[src/rtl/e1_mf_interwork.sv]
module e1_mf_interwork #(
  parameter int OFFW     = 8,
  parameter int NCAND    = 4,
  parameter int SHORT_FR = 64,
  parameter int LONG_FR  = 3200,
  localparam int TAGW    = $clog2(NCAND),
  localparam int CNTW    = $clog2(LONG_FR + 1)
) (
  input  logic            clk,
  input  logic            rst_n,
  input  logic            frame_tick,
  input  logic            bfa_lost,
  input  logic            prim_found,
  input  logic [OFFW-1:0] prim_off,
  input  logic            alt_found,
  input  logic [OFFW-1:0] alt_off,
  input  logic            mf_found,
  input  logic [TAGW-1:0] mf_tag,
  input  logic            ext_iw,
  input  logic            perf_en,
  output logic [OFFW-1:0] sel_off,
  output logic            par_act,
  output logic            crc_chk_en,
  output logic            ebit_low,
  output logic            perf_on,
  output logic            nomf,
  output logic            tmo_irq
);

  typedef enum logic [1:0] {S_IDLE, S_SRCH, S_CRC4, S_NOCRC} st_t;

  st_t             st;
  logic [OFFW-1:0] cand [NCAND];
  logic [NCAND-1:0] vld;
  logic [CNTW-1:0] fcnt;

  logic            have_free;
  logic [TAGW-1:0] free_idx;
  logic            mf_ok, tmo_hit, in_srch;

  always_comb begin
    have_free = 1'b0;
    free_idx  = '0;
    for (int i = NCAND - 1; i >= 1; i--) begin
      if (!vld[i]) begin
        have_free = 1'b1;
        free_idx  = TAGW'(i);
      end
    end
  end

  assign in_srch = (st == S_SRCH);
  assign mf_ok   = in_srch && mf_found && (int'(mf_tag) < NCAND) && vld[mf_tag];
  assign tmo_hit = in_srch && frame_tick && !ext_iw && (fcnt >= CNTW'(LONG_FR - 1));

  always_ff @(posedge clk) begin
    if (!rst_n || bfa_lost) begin
      st      <= S_IDLE;
      vld     <= '0;
      fcnt    <= '0;
      sel_off <= '0;
      par_act <= 1'b0;
      nomf    <= 1'b0;
      tmo_irq <= 1'b0;
      for (int i = 0; i < NCAND; i++) cand[i] <= '0;
    end else begin
      tmo_irq <= 1'b0;
      case (st)
        S_IDLE: if (prim_found) begin
          st      <= S_SRCH;
          cand[0] <= prim_off;
          vld     <= NCAND'(1);
          sel_off <= prim_off;
          fcnt    <= '0;
        end
        S_SRCH: begin
          if (mf_ok) begin
            st      <= S_CRC4;
            sel_off <= cand[mf_tag];
            par_act <= 1'b0;
          end else if (tmo_hit) begin
            st      <= S_NOCRC;
            nomf    <= 1'b1;
            tmo_irq <= 1'b1;
            par_act <= 1'b0;
          end else begin
            if (frame_tick && fcnt != CNTW'(LONG_FR)) fcnt <= fcnt + 1'b1;
            if (frame_tick && fcnt == CNTW'(SHORT_FR - 1)) par_act <= 1'b1;
            if (alt_found && par_act && have_free) begin
              cand[free_idx] <= alt_off;
              vld[free_idx]  <= 1'b1;
            end
          end
        end
        default: ;
      endcase
    end
  end

  assign crc_chk_en = (st == S_CRC4);
  assign ebit_low   = (st == S_NOCRC);
  assign perf_on    = crc_chk_en && perf_en;

endmodule

[config.mk]
export PLATFORM = sky130hd
export DESIGN_NAME = e1_mf_interwork
export DESIGN_NICKNAME = d
export VERILOG_FILES = /design/src/rtl/e1_mf_interwork.sv
export SDC_FILE = /design/constraint.sdc
export NUM_CORES = 1
export LEC_CHECK = 0
export ABC_AREA = 1
export BUFFER_PORTS_ARGS = -buffer_cell sky130_fd_sc_hd__buf_2
export CORE_UTILIZATION = 57
export DETAILED_ROUTE_END_ITERATION = 12
export GPL_TIMING_DRIVEN = 0
export HOLD_SLACK_MARGIN = 0.12
export PLACE_DENSITY = 0.83
export SLEW_MARGIN = 20
export SYNTH_ARGS = -nofsm -noshare
export SYNTH_HDL_FRONTEND = slang
export SYNTH_SLANG_ARGS = --single-unit
[constraint.sdc]
create_clock -name clk -period 2.5 [get_ports clk]
set_clock_uncertainty 0.05 [all_clocks]
set_input_delay 0.375 -clock clk [delete_from_list [all_inputs] [get_ports clk]]
set_output_delay 0.375 -clock clk [all_outputs]
set_load 0.05 [all_outputs]
**Word level (Yosys, flattened, before mapping)**

Memories as Yosys holds them, arrays and structs flattened.
Index checks and enable logic that the tools add are counted.

- Order comparisons: 4
- Reductions and logical operators: 25
- Shifts and indexed selects: 0
- Add/subtract/negate cells: 1
- Equality and inequality tests: 12
- Bitwise gates (word level): 4
- Multiply operators: 0
- Multiplexer cells: 47
- Div/mod/pow operators: 0

Operator list:

| operator | number |
|---|---|
| 2-to-1 mux 12 bit | 4 |
| 2-to-1 mux 8 bit | 4 |
| case mux 12 bit (2 select lines) | 1 |
| 2-to-1 mux 1 bit | 22 |
| 2-to-1 mux 4 bit | 4 |
| case mux 8 bit (2 select lines) | 1 |
| 2-to-1 mux 2 bit | 7 |
| adder 12 x 1 -> 12 bit (second input constant) | 1 |
| equality test 12 x 6 -> 1 bit (second input constant) | 1 |
| greater-or-equal comparator 12 bit (second input constant) | 1 |
| != test 12 bit (second input constant) | 1 |
| logical AND 1 bit | 11 |
| AND reduction 5 bit | 2 |
| AND reduction 3 bit | 3 |
| != test 2 bit (second input constant) | 4 |
| case mux 4 bit (2 select lines) | 1 |
| OR reduction 8 bit | 1 |
| < comparator 2 x 3 -> 1 bit (second input constant) | 2 |
| equality test 2 bit (second input constant) | 2 |
| != test 2 x 1 -> 1 bit (second input constant) | 2 |
| bitwise OR 4 bit | 1 |
| case mux 2 bit (2 select lines) | 1 |
| != test 3 bit (second input constant) | 1 |
| nonzero test 3 bit | 1 |
| 12 further kinds | 14 |

- Input bits: 27
- Register bits: 29
- Latch bits: 0
- Memories kept: 1
- Bits in writable memories: 32
- Logic and storage cells: 101
- Output and inout bits: 14
- Bits in read-only memories: 0

Memories:

| name | depth | bits a word | read ports | clocked after Yosys merged registers in | wr ports | RTL line | text |
|---|---|---|---|---|---|---|---|
| cand | 4 | 8 | 1 | 0 | 4 | 33 | `logic [OFFW-1:0] cand [NCAND];` |

**Logic depth before layout (Yosys ltp)**

- Word-level depth: 12
- Mapped depth: 12
- Gate-level depth less buffers: 11

**Least setup slack after synthesis**

OpenSTA, ideal clock, no wires.

- Kind: reg2reg
- Start: register fcnt[0]
- End: memory cand[3][0] (enable)
- Path buffers: 0
- Setup time: 0.370 ns
- Path slack: 0.269 ns
- Required time: 2.080 ns
- Data arrival time: 1.811 ns
- Clock period less this slack: 2.231 ns
- Cell stages (with the launch flop): 12
- Path through: dfxtp_1 -> ha_1 -> nand2_1 -> nor2_2 -> nand2_1 -> nand2_1 -> nand2_1 -> nand2_1 -> nor2_2 -> nand2_2 -> o21ai_0 -> nor2_1

RTL lines:

| what | RTL line | text |
|---|---|---|
| start, declared | 35 | `logic [CNTW-1:0] fcnt;` |
| start signal, assigned | 87 | `if (frame_tick && fcnt != CNTW'(LONG_FR)) fcnt <= fcnt + 1'b1;` |
| end, declared | 33 |  |

==> results_dict.tcl <==
set metrics [dict create \
    p_comb_share_pct 10.1 \
    max_freq_ghz 0.4255 \
    ir_worst_vdd_uv 406.3 \
    r2r_end "cand[3][2]" \
    dp_hpwl_um 5485 \
    run_status "finished, final reports clean" \
    die-area_sq_um 5808 \
    required_ns 2.51 \
    clockPowerShare_pct 41.7 \
    clk_latency_ns 0.35 \
    dieWidth_um 76.21 \
    ff2ff_path_depth 12 \
    drtIter0Drc 386 \
    synth.distinct_cells 29 \
    fp.dieH_um 76.21 \
    synthTopCellsByArea "edfxtp_1 (31%), dfxtp_1 (18%), nand2_1 (11%)" \
    cts_tree "built" \
    maxSlewViolCount 0 \
    crit_path_frequent_cell "nand2_1" \
    hold_violations 0 \
    synth_nets 437 \
    grt_usage_pct 29.72 \
    fin_crit_sh_pct 94.00 \
    clk_path_buf_depth 2 \
    yosysSeqAreaShare_pct 49.10 \
    ys_ff_latch 61 \
    htreeDepth 3 \
    placed_cell_area_sq_um 3417 \
    async_flop_share_pct 0 \
    vias 3094 \
    fin_util_pct 70.48 \
    critPathMaxStageDelay_ns 0.41 \
    dr.pass1.iters 5 \
    rsz0062_at_grt "false" \
    r2r_start "fcnt[1]" \
    wire_per_inst_um 15.41 \
    synthMostInstantiatedCell "nand2_1" \
    post-synth-top-area-cell "edfxtp_1" \
    syn_avg_cell_area_sq_um 7.694 \
    ant_nets 0 \
    final_cell_area_sq_um 3669 \
    switching_power_mw 0.5801 \
    diodes 0 \
    synth.top_cell.area_share_pct 30.61 \
    crit_end "cand[3][2]" \
    setup_violations 0 \
    numCtsBuffers 9 \
    portBuffers 38 \
    antenna_found_initial 0 \
    syn_area_sq_um 3139 \
    crit_start "fcnt[1]" \
    area_growth_pct 16.86 \
    relSlewSlack_pct 59.80 \
    drv_cap 0 \
    grt-ovfl-total 0 \
    drive_gt1_share_pct 16.85 \
    dp_cells 516 \
    end_kind "flop" \
    cp_cell_sequence "ha_2, nand2_1, nor2_4, nand2_1, nand2_1, nand2_1, nand2_1, nor2_2, nand2_4, o21ai_0, nor2_4, buf_12" \
    cp-start-kind "flop" \
    cts.root.buffer_cell "clkbuf_8" \
    path_class "flop to flop" \
    grt_pass1_wl_um 13370 \
    totalWireLength_um 8216 \
    core-area_sq_um 5205 \
    fillers 425 \
    p_int_mw 1.723 \
    tns_ns 0 \
    hold_path.class "input port to flop" \
    grt_max_degree 12 \
    seqPwrFrac_pct 48.3 \
    slowest_stage "dfxtp_1" \
    ys.flop_type "edfxtp_1" \
    cts_sinks 61 \
    cp.arrival_ns 2.36 \
    yosys-top-cells-count "nand2_1 (94), nor2_1 (50), inv_1 (38)" \
    stdcell_count 533 \
    nets 487 \
    clkSlewWorstSetupHoldPaths_ns 0.08 \
    ios 41 \
    initial_utilization_pct 60.31 \
    timing_worst_slew_pin_value_ns 0.6029 \
    rows 26 \
    yosys_warnings 0 \
    r2r_setup_slack_ns 0.15 \
    place.gp.congestion 0.8714 \
    p_leak_nw 1.571 \
    synthCells 408 \
    p_sw_share_pct 25.19 \
    critPathMaxFanout 10 \
    drc 0 \
    via_per_inst 5.805 \
    powerDensity_nw_per_um2 627.8 \
    synth_edf_count 32 \
    grt_pass1_vias 2812 \
    post-route-min-period_ns 2.350 \
]
[sequential cells by signal (all words and copies together) (netlist names)]
register and count:
vld 4, tmo_irq 1, cand 32, fcnt 12, par_act 1, st 2, nomf 1, sel_off 8
[area by class of cell]
class / instances / area (sq um) / area share [%]
clock inverters: 5 / 76.32 / 2.080
plain buffers: 14 / 72.57 / 1.978
clock buffers: 11 / 131.4 / 3.581
flip-flops and latches: 61 / 1543 / 42.05
inverters: 42 / 157.7 / 4.297
well taps: 70 / 87.58 / 2.387
repair buffers: 39 / 210.2 / 5.730
multi-input cells: 291 / 1390 / 37.89
[metrics by stage]
stage	power, mW	worst slack, ns	hold slack (ns)
global route	2.359	0.004918	0.2643
floorplan	1.276	0.2689	0.3854
CTS	2.285	0.001502	0.2521
finish	2.303	0.1501	0.2515
global placement	1.347	-0.2914	0.3850
detailed placement	1.353	-0.3227	0.3946
[how the worst min path moves through the flow]
| stage | startpoint | endpoint | slack [ns] | cells past startpoint |
|---|---|---|---|---|
| 2_1_floorplan | vld[0] | vld[0] | 0.39 | 2 |
| 3_3_place_gp | nomf | nomf | 0.39 | 2 |
| 3_5_place_dp | nomf | nomf | 0.39 | 2 |
| 4_1_cts | prim_off[5] | sel_off[5] | 0.25 | 3 |
| 5_1_grt | prim_off[4] | sel_off[4] | 0.26 | 3 |
| 6_report | prim_off[5] | sel_off[5] | 0.25 | 3 |
[power groups by stage]
stage | registers [mW] | clock network, mW | logic, mW
6_report | 1.11 | 0.959 | 0.232
5_1_grt | 1.12 | 0.991 | 0.252
3_3_place_gp | 1.13 | 0 | 0.216
2_1_floorplan | 1.15 | 0 | 0.125
4_1_cts | 1.11 | 0.952 | 0.222
3_5_place_dp | 1.13 | 0 | 0.220
[placed cells by master (no fill, tap or decap), types with 2 or more instances in the layout]
| master | n |
|---|---|
| a21oi_1 | 35 |
| nor2_4 | 4 |
| a31oi_1 | 9 |
| o22ai_1 | 8 |
| nand2_1 | 93 |
| clkbuf_8 | 9 |
| xor2_1 | 2 |
| edfxtp_1 | 32 |
| nand3_1 | 36 |
| buf_4 | 2 |
| clkbuf_1 | 8 |
| nand4_1 | 4 |
| bufinv_16 | 2 |
| inv_1 | 38 |
| dfxtp_1 | 28 |
| nor2_2 | 3 |
| nand2_2 | 4 |
| buf_2 | 41 |
| nor2_1 | 49 |
| nor3_1 | 7 |
| o21ai_0 | 29 |
| inv_2 | 4 |
[repair_timing]
item / in CTS / in global routing
endpoints found under the setup margin: 8 / 24
pin swaps: 0 / 1
buffers inserted: 0 / 1
hold buffers: 0 / 0
resized for setup: 2 / 5
[metal layers]
| metal | up-vias | routed length [um] | track usage, % |
|---|---|---|---|
| met5 | - | 0 | 0 |
| met1 | 1418 | 3388 | 40.17 |
| met2 | 179 | 3778 | 46.22 |
| li1 | 1471 | - | - |
| met3 | 26 | 818 | 5.269 |
| met4 | 0 | 231 | 14.42 |
[worst max-delay path: cells and delay by family (launching register included)]
kind	cells	cell delay, ns
simple gates	9	1.05
buf+inv	1	0.14
fa+ha+maj	1	0.25
flops	1	0.41
compound gates	1	0.18
[cell families (layout without fill, tap and decap cells)]
group           count (synthesis)  count (layout)  share of synthesized area [%]
fa+ha+maj                       2               2                         0.7970
buf+inv                        56             111                          7.333
flops                          61              61                          49.10
simple gates                  205             205                          28.34
compound gates                 81              81                          13.59
xor+xnor                        3               3                         0.8371
Note: power is estimated with default switching activity, not from simulation.
